**config.mk**
```make
export PLATFORM = sky130hd
export DESIGN_NAME = irq_steer_router
export DESIGN_NICKNAME = d
export VERILOG_FILES = /design/src/rtl/irq_steer_pkg.sv /design/src/rtl/irq_steer_ctrl.sv /design/src/rtl/irq_steer_dp.sv /design/src/rtl/irq_slot_map.sv /design/src/rtl/irq_steer_router.sv
export SDC_FILE = /design/constraint.sdc
export NUM_CORES = 1
export LEC_CHECK = 0
export CAP_MARGIN = 5
export CORE_MARGIN = 2
export CORE_UTILIZATION = 35
export CTS_CLUSTER_SIZE = 24
export DETAILED_ROUTE_END_ITERATION = 10
export PLACE_DENSITY = 0.59
export SKIP_LAST_GASP = 1
export SLEW_MARGIN = 20
export SYNTH_ARGS = -nofsm -noshare
export SYNTH_HDL_FRONTEND = slang
export SYNTH_SLANG_ARGS = --single-unit
```
**constraint.sdc**
```tcl
create_clock -name clk -period 2.1 [get_ports clk]
set_input_delay 0.42 -clock clk [delete_from_list [all_inputs] [get_ports clk]]
set_output_delay 0.42 -clock clk [all_outputs]
set_load 0.03 [all_outputs]
```
**src/rtl/irq_steer_pkg.sv**
```systemverilog
package irq_steer_pkg;
  localparam int NUM_PIRQ   = 8;
  localparam int NUM_LEGACY = 16;
  localparam int NUM_OUT    = NUM_LEGACY + NUM_PIRQ;
  localparam int LINE_W     = $clog2(NUM_LEGACY);
  localparam int OUT_IDX_W  = $clog2(NUM_OUT);
  localparam int PIRQ_IDX_W = $clog2(NUM_PIRQ);
  localparam int ADDR_W     = 4;
  localparam int DATA_W     = 8;
  localparam int DIS_BIT    = 7;
  localparam int SEL_W      = 3;
  localparam int SEL_LSB    = 4;
  localparam int SEL_ADDR   = NUM_PIRQ;
  localparam int SLOT_W     = 5;
  localparam int PIN_W      = 2;

  typedef struct packed {
    logic              dis;
    logic [LINE_W-1:0] line;
  } route_t;

  typedef struct packed {
    logic                 mute;
    logic                 on;
    logic [OUT_IDX_W-1:0] line;
  } sci_strb_t;

  // returns {valid, line}
  function automatic logic [OUT_IDX_W:0] sciDecode(input logic [SEL_W-1:0] sel);
    case (sel)
      3'd0:    return {1'b1, OUT_IDX_W'(9)};
      3'd1:    return {1'b1, OUT_IDX_W'(10)};
      3'd2:    return {1'b1, OUT_IDX_W'(11)};
      3'd4:    return {1'b1, OUT_IDX_W'(20)};
      3'd5:    return {1'b1, OUT_IDX_W'(21)};
      default: return '0;
    endcase
  endfunction
endpackage

```
**src/rtl/irq_steer_ctrl.sv**
```systemverilog
module irq_steer_ctrl
  import irq_steer_pkg::*;
(
  input  logic                       clk,
  input  logic                       rst_n,
  input  logic                       wrEn,
  input  logic [ADDR_W-1:0]          wrAddr,
  input  logic [DATA_W-1:0]          wrData,
  input  logic                       sciLvl,
  output route_t [NUM_PIRQ-1:0]      routes,
  output sci_strb_t                  sciStrb
);
  localparam route_t ROUTE_RST = '{dis: 1'b1, line: '0};

  route_t [NUM_PIRQ-1:0] routeQ;
  logic [SEL_W-1:0]      selQ;
  logic                  muteQ;
  logic                  selWr;
  logic                  selMove;
  logic [SEL_W-1:0]      selNew;
  logic                  decValid;
  logic [OUT_IDX_W-1:0]  decLine;

  assign selNew  = wrData[SEL_LSB +: SEL_W];
  assign selWr   = wrEn && (wrAddr == ADDR_W'(SEL_ADDR));
  assign selMove = selWr && (selNew != selQ) && sciLvl;

  always_ff @(posedge clk) begin
    if (!rst_n) begin
      routeQ <= {NUM_PIRQ{ROUTE_RST}};
      selQ   <= '0;
      muteQ  <= 1'b0;
    end else begin
      muteQ <= selMove;
      if (selWr) selQ <= selNew;
      for (int p = 0; p < NUM_PIRQ; p++) begin
        if (wrEn && (wrAddr == ADDR_W'(p))) begin
          routeQ[p] <= '{dis: wrData[DIS_BIT], line: wrData[LINE_W-1:0]};
        end
      end
    end
  end

  assign {decValid, decLine} = sciDecode(selQ);
  assign routes  = routeQ;
  assign sciStrb = '{mute: muteQ, on: decValid && !muteQ, line: decLine};


  route_hold_chk: assert property (@(posedge clk) disable iff (!rst_n)
    !wrEn |=> $stable(routeQ));


  sci_line_legal_chk: assert property (@(posedge clk) disable iff (!rst_n)
    sciStrb.on |-> (sciStrb.line inside {5'd9, 5'd10, 5'd11, 5'd20, 5'd21}));
endmodule

```
**src/rtl/irq_steer_dp.sv**
```systemverilog
module irq_steer_dp
  import irq_steer_pkg::*;
(
  input  logic                  clk,
  input  logic                  rst_n,
  input  route_t [NUM_PIRQ-1:0] routes,
  input  sci_strb_t             sciStrb,
  input  logic [NUM_PIRQ-1:0]   pirqLvl,
  input  logic                  sciLvl,
  output logic [NUM_OUT-1:0]    irqOut
);
  logic [NUM_OUT-1:0] sciVec;
  logic [NUM_OUT-1:0] nxt;

  always_comb begin
    sciVec = '0;
    if (sciStrb.on && sciLvl) sciVec[sciStrb.line] = 1'b1;
  end

  for (genvar l = 0; l < NUM_LEGACY; l++) begin : g_leg
    logic [NUM_PIRQ-1:0] hit;
    for (genvar p = 0; p < NUM_PIRQ; p++) begin : g_src
      assign hit[p] = pirqLvl[p] && !routes[p].dis && (routes[p].line == LINE_W'(l));
    end
    assign nxt[l] = (|hit) | sciVec[l];
  end

  for (genvar n = 0; n < NUM_PIRQ; n++) begin : g_ded
    assign nxt[NUM_LEGACY+n] = pirqLvl[n] | sciVec[NUM_LEGACY+n];


    ded_follow_chk: assert property (@(posedge clk) disable iff (!rst_n)
      pirqLvl[n] |=> irqOut[NUM_LEGACY+n]);
  end

  always_ff @(posedge clk) begin
    if (!rst_n) irqOut <= '0;
    else        irqOut <= nxt;
  end


  quiet_out_chk: assert property (@(posedge clk) disable iff (!rst_n)
    (pirqLvl == '0 && !sciLvl) |=> (irqOut == '0));


  sci_gap_chk: assert property (@(posedge clk) disable iff (!rst_n)
    (sciStrb.mute && pirqLvl == '0) |=> (irqOut == '0));
endmodule

```
**src/rtl/irq_slot_map.sv**
```systemverilog
module irq_slot_map
  import irq_steer_pkg::*;
#(
  parameter int FIXED_SLOT = 30
) (
  input  logic [SLOT_W-1:0]     slot,
  input  logic [PIN_W-1:0]      pin,
  output logic [PIRQ_IDX_W-1:0] pirq
);
  localparam int HALF = NUM_PIRQ / 2;

  logic [PIN_W-1:0] rotated;

  always_comb begin
    rotated = slot[PIN_W-1:0] + pin;
    if (slot == SLOT_W'(FIXED_SLOT)) pirq = PIRQ_IDX_W'(HALF) + PIRQ_IDX_W'(pin);
    else                             pirq = PIRQ_IDX_W'(HALF) + PIRQ_IDX_W'(rotated);

    map_upper_chk: assert (pirq >= PIRQ_IDX_W'(HALF));
  end
endmodule

```
**src/rtl/irq_steer_router.sv**
```systemverilog
module irq_steer_router
  import irq_steer_pkg::*;
(
  input  logic                  clk,
  input  logic                  rst_n,
  input  logic                  wrEn,
  input  logic [ADDR_W-1:0]     wrAddr,
  input  logic [DATA_W-1:0]     wrData,
  input  logic [NUM_PIRQ-1:0]   pirqLvl,
  input  logic                  sciLvl,
  input  logic [SLOT_W-1:0]     mapSlot,
  input  logic [PIN_W-1:0]      mapPin,
  output logic [PIRQ_IDX_W-1:0] mapPirq,
  output logic [NUM_OUT-1:0]    irqOut
);
  route_t [NUM_PIRQ-1:0] routes;
  sci_strb_t             sciStrb;

  irq_steer_ctrl u_ctrl (
    .clk     (clk),
    .rst_n   (rst_n),
    .wrEn    (wrEn),
    .wrAddr  (wrAddr),
    .wrData  (wrData),
    .sciLvl  (sciLvl),
    .routes  (routes),
    .sciStrb (sciStrb)
  );

  irq_steer_dp u_dp (
    .clk     (clk),
    .rst_n   (rst_n),
    .routes  (routes),
    .sciStrb (sciStrb),
    .pirqLvl (pirqLvl),
    .sciLvl  (sciLvl),
    .irqOut  (irqOut)
  );

  irq_slot_map #(.FIXED_SLOT(30)) u_map (
    .slot (mapSlot),
    .pin  (mapPin),
    .pirq (mapPirq)
  );
endmodule

```
==> results.json, run 1 <==
{
  "hold_path_depth": 2,
  "finalSetupViolations": 0,
  "synth_top_area_cell": "dfxtp_1",
  "power.leakage_nw": 1.68,
  "synth_top_cell_area_share": 0.369,
  "ctsHoldBuffers": 0,
  "ant_nets": 0,
  "final_core_util": 0.462,
  "grt-ovfl-total": 0,
  "numPortBuffers": 56,
  "core_region_area_um2": 10300,
  "path_cells": "clkdlybuf4s50_1, ha_1, xor2_1, nand2_1, xnor2_1, buf_4",
  "grt_pass1_vias": 3477,
  "cp_top_family": "buffers and inverters",
  "slew_violations": 0,
  "drc": 0,
  "hold_viol": 0,
  "cts_setup_buffers": 0,
  "ctsResizeCount": 0,
  "synthFlopType": "dfxtp_1",
  "fin_nets": 526,
  "fin_ws_ns": 0.0779,
  "cp_max_fo": 2,
  "finalPower_mw": 2.76,
  "hold_path_class": "flip-flop to flip-flop",
  "drv_cap": 0,
  "rsz0062_at_grt": "no",
  "holdPathEnd": "u_ctrl.routes[3]",
  "via_per_inst": 5.67,
  "cp_num_cells": 6,
  "synth.most_common_cell": "dfxtp_1",
  "multiInputGateArea_um2": 2180,
  "crit_type": "input port to primary output",
  "crit_path_end_kind": "primary output",
  "r2r_cells": 4,
  "seq_area_frac_synth": 0.369,
  "cellPowerDensity_nw_per_um2": 581,
  "final_layout_size_suffix_gt1_frac": 0.126,
  "insertion_delay_ns": 0.36,
  "syn_nets": 457,
  "cts_made_buffers": 9,
  "syn_area_um2": 3690,
  "pre_cts_ws_ns": -0.128,
  "cpPeakStageDelay_ns": 0.48,
  "status": "complete, no violations",
  "dieHeight_um": 107,
  "synth.cells.most_frequent": "dfxtp_1, nor2_1, mux2i_1, nand2_1, clkbuf_1",
  "antenna_found_initial": 0,
  "relSlewSlack": 0.434,
  "first_pass_iters": 5,
  "synthDistinctLibCells": 52,
  "fillerInstances": 1036,
  "crit_slowest_cell": "clkdlybuf4s50_1",
  "num_rows": 37,
  "max_slew.worst_pin.slew_ns": 0.837,
  "timing.rr.end": "u_dp.irqOut[8]",
  "fin_hold_ws_ns": 0.502,
  "critPathArrivalTime_ns": 1.60,
  "place_hpwl_um": 8710,
  "drt-total-wl_um": 11600,
  "h-tree-depth": 3,
  "synthToLayoutAreaGrowth_pct": 28.8,
  "cts_sinks": 68,
  "regArea_um2": 1360,
  "cts_max_path_buffers": 2,
  "cts_tree": "built",
  "syn_inst": 425,
  "r2r_slack_ns": 0.34,
  "fin_cells": 635,
  "synthTopCellsByArea": "dfxtp_1, mux2i_1, nor2_1",
  "synth-seq-cells": 68,
  "max_freq_ghz": 0.495,
  "dieArea_um2": 11400,
  "fin_tns_setup_ns": 0,
  "ys_warn_count": 0,
  "gp_congestion": 0.919,
  "avgSynthCellArea_um2": 8.68,
  "grt_max_degree": 24,
  "antenna-diode-count": 0,
  "worstPathRequired_ns": 1.68,
  "grt_use_total": 0.212,
  "drtIter0Drc": 293,
  "grt_pass1_wl_um": 18500,
  "die_x_um": 107,
  "dpl_cell_area_um2": 4550,
  "critPathBufInv": 2,
  "finalCritPeriodShare": 0.963,
  "post-route-min-period_ns": 2.02,
  "ir_drop_uv": 249,
  "clkSlewWorstSetupHoldPaths_ns": 0.07,
  "cp-start-kind": "input port",
  "reg2reg_from": "u_ctrl.routes[24]",
  "async_flop_share": 0,
  "final_area_um2": 4750,
  "start_util": 0.359,
  "synth-edff-count": 0,
  "via_count": 3598,
  "clockRootBuffer": "clkbuf_8",
  "dp.cells": 619,
  "io_pins": 58,
  "avgRoutedWirePerCell_um": 18.2,
  "hp-start": "u_ctrl.routes[3]",
  "fin_skew_ns": 0.0104
}
report_power, final:
| group | internal [mW] | switching, mW |
|---|---|---|
| clock | 0.614 | 0.523 |
| combinational | 0.140 | 0.149 |
| sequential | 1.31 | 0.0232 |
| total | 2.06 | 0.695 |
cell type report:
| class | instances | area share |
|---|---|---|
| inverters | 6 | 0.00474 |
| clock inverters | 3 | 0.00948 |
| clock buffers | 13 | 0.0335 |
| multi-input cells | 321 | 0.460 |
| repair buffers | 88 | 0.170 |
| well taps | 136 | 0.0358 |
| flip-flops and latches | 68 | 0.287 |
kinds of logic after synthesis:
logic type | after synthesis | share of synthesized area
AOI/OAI and AO/OA | 82 | 0.159
and+or+nand+nor | 198 | 0.324
adders and majority gates | 1 | 0.00339
xor gates and xnor gates | 5 | 0.0119
buffers and inverters | 36 | 0.0390
muxes | 34 | 0.0926
other | 1 | 0.00102
DFF | 68 | 0.369
how the worst max path moves through the flow:
stage / to / startpoint
3_3_place_gp: u_dp.irqOut[8] / pirqLvl[4]
3_5_place_dp: u_dp.irqOut[8] / pirqLvl[4]
6_report: mapPirq[1] / mapSlot[0]
4_1_cts: mapPirq[1] / mapSlot[0]
2_1_floorplan: mapPirq[1] / mapSlot[0]
5_1_grt: mapPirq[0] / mapSlot[4]
state kept, by name, indices dropped and copies added, names as in the netlist:
register	flops
u_ctrl.muteQ	1
u_ctrl.selQ	3
u_ctrl.routes	40
u_dp.irqOut	24
worst reg2reg max path, stage by stage, from the launching register on:
cell and delay (ns):
dfxtp_1 0.35, nor4b_1 0.76, a221oi_1 0.24, buf_4 0.19
a31oi_1 0.14
placed cells by master, fill, tap and decap left out, types with 3 or more instances in the layout:
master	count
and2_1	6
nor2_1	48
or4b_1	3
a32oi_1	4
nor3_1	12
a22oi_1	10
nand3b_1	3
nand2b_1	15
or4bb_1	5
dfxtp_1	68
xnor2_1	4
o31a_1	5
o32ai_1	5
buf_4	33
nor3b_4	3
and4bb_2	5
a31oi_1	4
nand4_1	4
nand3_1	21
clkbuf_8	11
mux2i_1	33
clkdlybuf4s50_1	54
a21oi_1	12
inv_1	5
a22o_1	3
nand2_1	30
nor2b_1	13
nor4b_1	4
nor4bb_1	5
nor3b_1	4
o21ai_0	5
nand4b_1	10
o22ai_1	21
routing by layer:
layer | GRT usage | routed length (um)
met5 | 0 | 0
met4 | 0.107 | 433
met3 | 0.0401 | 798
met2 | 0.311 | 5030
met1 | 0.296 | 5320
Power figures use the tool's default switching activity.
==> inputs of run 2 (changes only) <==
--- a/config.mk
+++ b/config.mk
@@ -5,11 +5,12 @@
 export SDC_FILE = /design/constraint.sdc
 export NUM_CORES = 1
 export LEC_CHECK = 0
-export CAP_MARGIN = 5
+export CAP_MARGIN = 20
 export CORE_MARGIN = 2
 export CORE_UTILIZATION = 35
 export CTS_CLUSTER_SIZE = 24
 export DETAILED_ROUTE_END_ITERATION = 10
+export GPL_TIMING_DRIVEN = 0
 export PLACE_DENSITY = 0.59
 export SKIP_LAST_GASP = 1
 export SLEW_MARGIN = 20
==> results.json, run 2 (synthesized netlist as in run 1, its figures left out) <==
{
  "reg2reg_from": "u_ctrl.routes[36]",
  "num_rows": 37,
  "max_freq_ghz": 0.496,
  "cts_sinks": 68,
  "fin_skew_ns": 0.0138,
  "fillerInstances": 1068,
  "insertion_delay_ns": 0.36,
  "most-common-layout-cells": "dfxtp_1, nor2_1, clkdlybuf4s50_1",
  "post-route-min-period_ns": 2.01,
  "drv_cap": 0,
  "drc": 0,
  "crit_type": "input port to primary output",
  "dieHeight_um": 107,
  "avgRoutedWirePerCell_um": 18.2,
  "dieArea_um2": 11400,
  "r2r_slack_ns": 0.26,
  "worstPathRequired_ns": 1.68,
  "max_slew.worst_pin.slew_ns": 0.869,
  "cts_made_buffers": 9,
  "hold_path_class": "input port to flip-flop",
  "grt_use_total": 0.208,
  "crit_path_end_kind": "primary output",
  "drtIter0Drc": 209,
  "regArea_um2": 1360,
  "ant_nets": 0,
  "timing.rr.end": "u_dp.irqOut[9]",
  "numPortBuffers": 49,
  "rsz0062_at_grt": "no",
  "ctsHoldBuffers": 0,
  "gp_congestion": 0.921,
  "critPathLaunch": "mapSlot[0]",
  "largest_reg_flops": 40,
  "finalPower_mw": 2.73,
  "power.leakage_nw": 1.55,
  "drt-total-wl_um": 11400,
  "via_per_inst": 5.70,
  "grt-ovfl-total": 0,
  "synthToLayoutAreaGrowth_pct": 23.6,
  "finalSetupViolations": 0,
  "first_pass_iters": 5,
  "finalCritPeriodShare": 0.959,
  "core_region_area_um2": 10300,
  "critPathArrivalTime_ns": 1.59,
  "grt_pass1_wl_um": 18100,
  "ir_drop_uv": 325,
  "multiInputGateArea_um2": 2200,
  "routed.top_layer": "met4",
  "antenna_found_initial": 0,
  "cts_tree": "built",
  "fin_nets": 517,
  "final_common_cell": "dfxtp_1",
  "hold_viol": 0,
  "relSlewSlack": 0.412,
  "antenna-diode-count": 0,
  "route.met2.wl_um": 5000,
  "cellPowerDensity_nw_per_um2": 598,
  "pre_cts_ws_ns": -0.445,
  "place_hpwl_um": 8640,
  "fin_ws_ns": 0.0858,
  "cp_max_fo": 2,
  "dp.cells": 610,
  "grt_max_degree": 12,
  "slew_violations": 0,
  "cts_max_path_buffers": 2,
  "grt_pass1_vias": 3246,
  "h-tree-depth": 3,
  "start_util": 0.359,
  "clockRootBuffer": "clkbuf_8",
  "dr_wl_met3_um": 616,
  "endpoint": "mapPirq[1]",
  "cp-start-kind": "input port",
  "status": "complete, no violations",
  "fin_cells": 626,
  "clkSlewWorstSetupHoldPaths_ns": 0.07,
  "wl_met1_um": 5460,
  "fin_tns_setup_ns": 0,
  "via_count": 3566,
  "r2r_cells": 5,
  "final_layout_size_suffix_gt1_frac": 0.0776,
  "io_pins": 58,
  "die_x_um": 107
}
[run 2: changes by cell type in the layout (fill, tap and decap cells not counted)]
| cell | before | now |
|---|---|---|
| buf_12 | 1 | 0 |
| buf_2 | 0 | 5 |
| buf_4 | 33 | 2 |
| clkbuf_1 | 2 | 27 |
| clkdlybuf4s50_1 | 54 | 47 |
| nor4b_1 | 4 | 3 |
| nor4b_2 | 0 | 1 |
| nor4bb_1 | 5 | 4 |
| nor4bb_2 | 0 | 1 |
[run 2: stage by stage]
step           utilization  hold WS, ns  instance area (um2)
2_1_floorplan            -        0.462                 3690
3_3_place_gp         0.423        0.480                 4350
3_5_place_dp         0.423        0.501                 4350
4_1_cts              0.442        0.492                 4540
5_1_grt              0.444        0.517                 4560
6_report             0.444        0.499                 4560
[run 2: where the power goes]
group          switching (mW)  leakage [nW]  total (mW)  internal, mW
combinational           0.158         0.898       0.276         0.119
clock                   0.510        0.0959        1.12         0.615
sequential             0.0138         0.551        1.32          1.31
total                   0.682          1.55        2.73          2.04
[run 2: cell type report]
type                            instances  area share
Buffer                                 30      0.0266
Clock buffer                           13      0.0349
Clock inverter                          3     0.00988
Inverter                                6     0.00494
Multi-Input combinational cell        321       0.482
Sequential cell                        68       0.299
Tap cell                              136      0.0373
Timing Repair Buffer                   49       0.106
[run 2: routing by layer]
metal / vias to the layer above / track usage
met1: 1693 / 0.300
li1: 1705 / -
met2: 147 / 0.310
met3: 21 / 0.0316
met4: 0 / 0.0853
met5: - / 0
[run 2: worst min-delay path by stage]
stage                          start                 to  slack (ns)  cells after the start
detailed placement  u_ctrl.routes[3]   u_ctrl.routes[3]        0.50                      2
floorplan           u_ctrl.routes[3]   u_ctrl.routes[3]        0.46                      2
global placement    u_ctrl.routes[2]   u_ctrl.routes[2]        0.48                      2
CTS                        wrData[1]  u_ctrl.routes[36]        0.49                      3
finish                     wrData[1]  u_ctrl.routes[36]        0.50                      3
global route               wrData[2]  u_ctrl.routes[37]        0.52                      3
[run 2: timing repair]
action,CTS,global route
gates resized for setup,10,4
endpoints found under the setup margin,2,7
buffers inserted,0,0
[run 2: worst max-delay path, cell delays in order]
cell and delay (ns):
clkdlybuf4s50_1 0.48, ha_1 0.16, xor2_1 0.14, nand2_1 0.08, xnor2_1 0.13, buf_4 0.18
==> inputs of run 3 (changes only) <==
--- a/config.mk
+++ b/config.mk
@@ -13,7 +13,7 @@
 export GPL_TIMING_DRIVEN = 0
 export PLACE_DENSITY = 0.59
 export SKIP_LAST_GASP = 1
-export SLEW_MARGIN = 20
+export SLEW_MARGIN = 10
 export SYNTH_ARGS = -nofsm -noshare
 export SYNTH_HDL_FRONTEND = slang
 export SYNTH_SLANG_ARGS = --single-unit
==> results of run 3 <==
Final layout, timing and power as in run 2 (identical DEF).
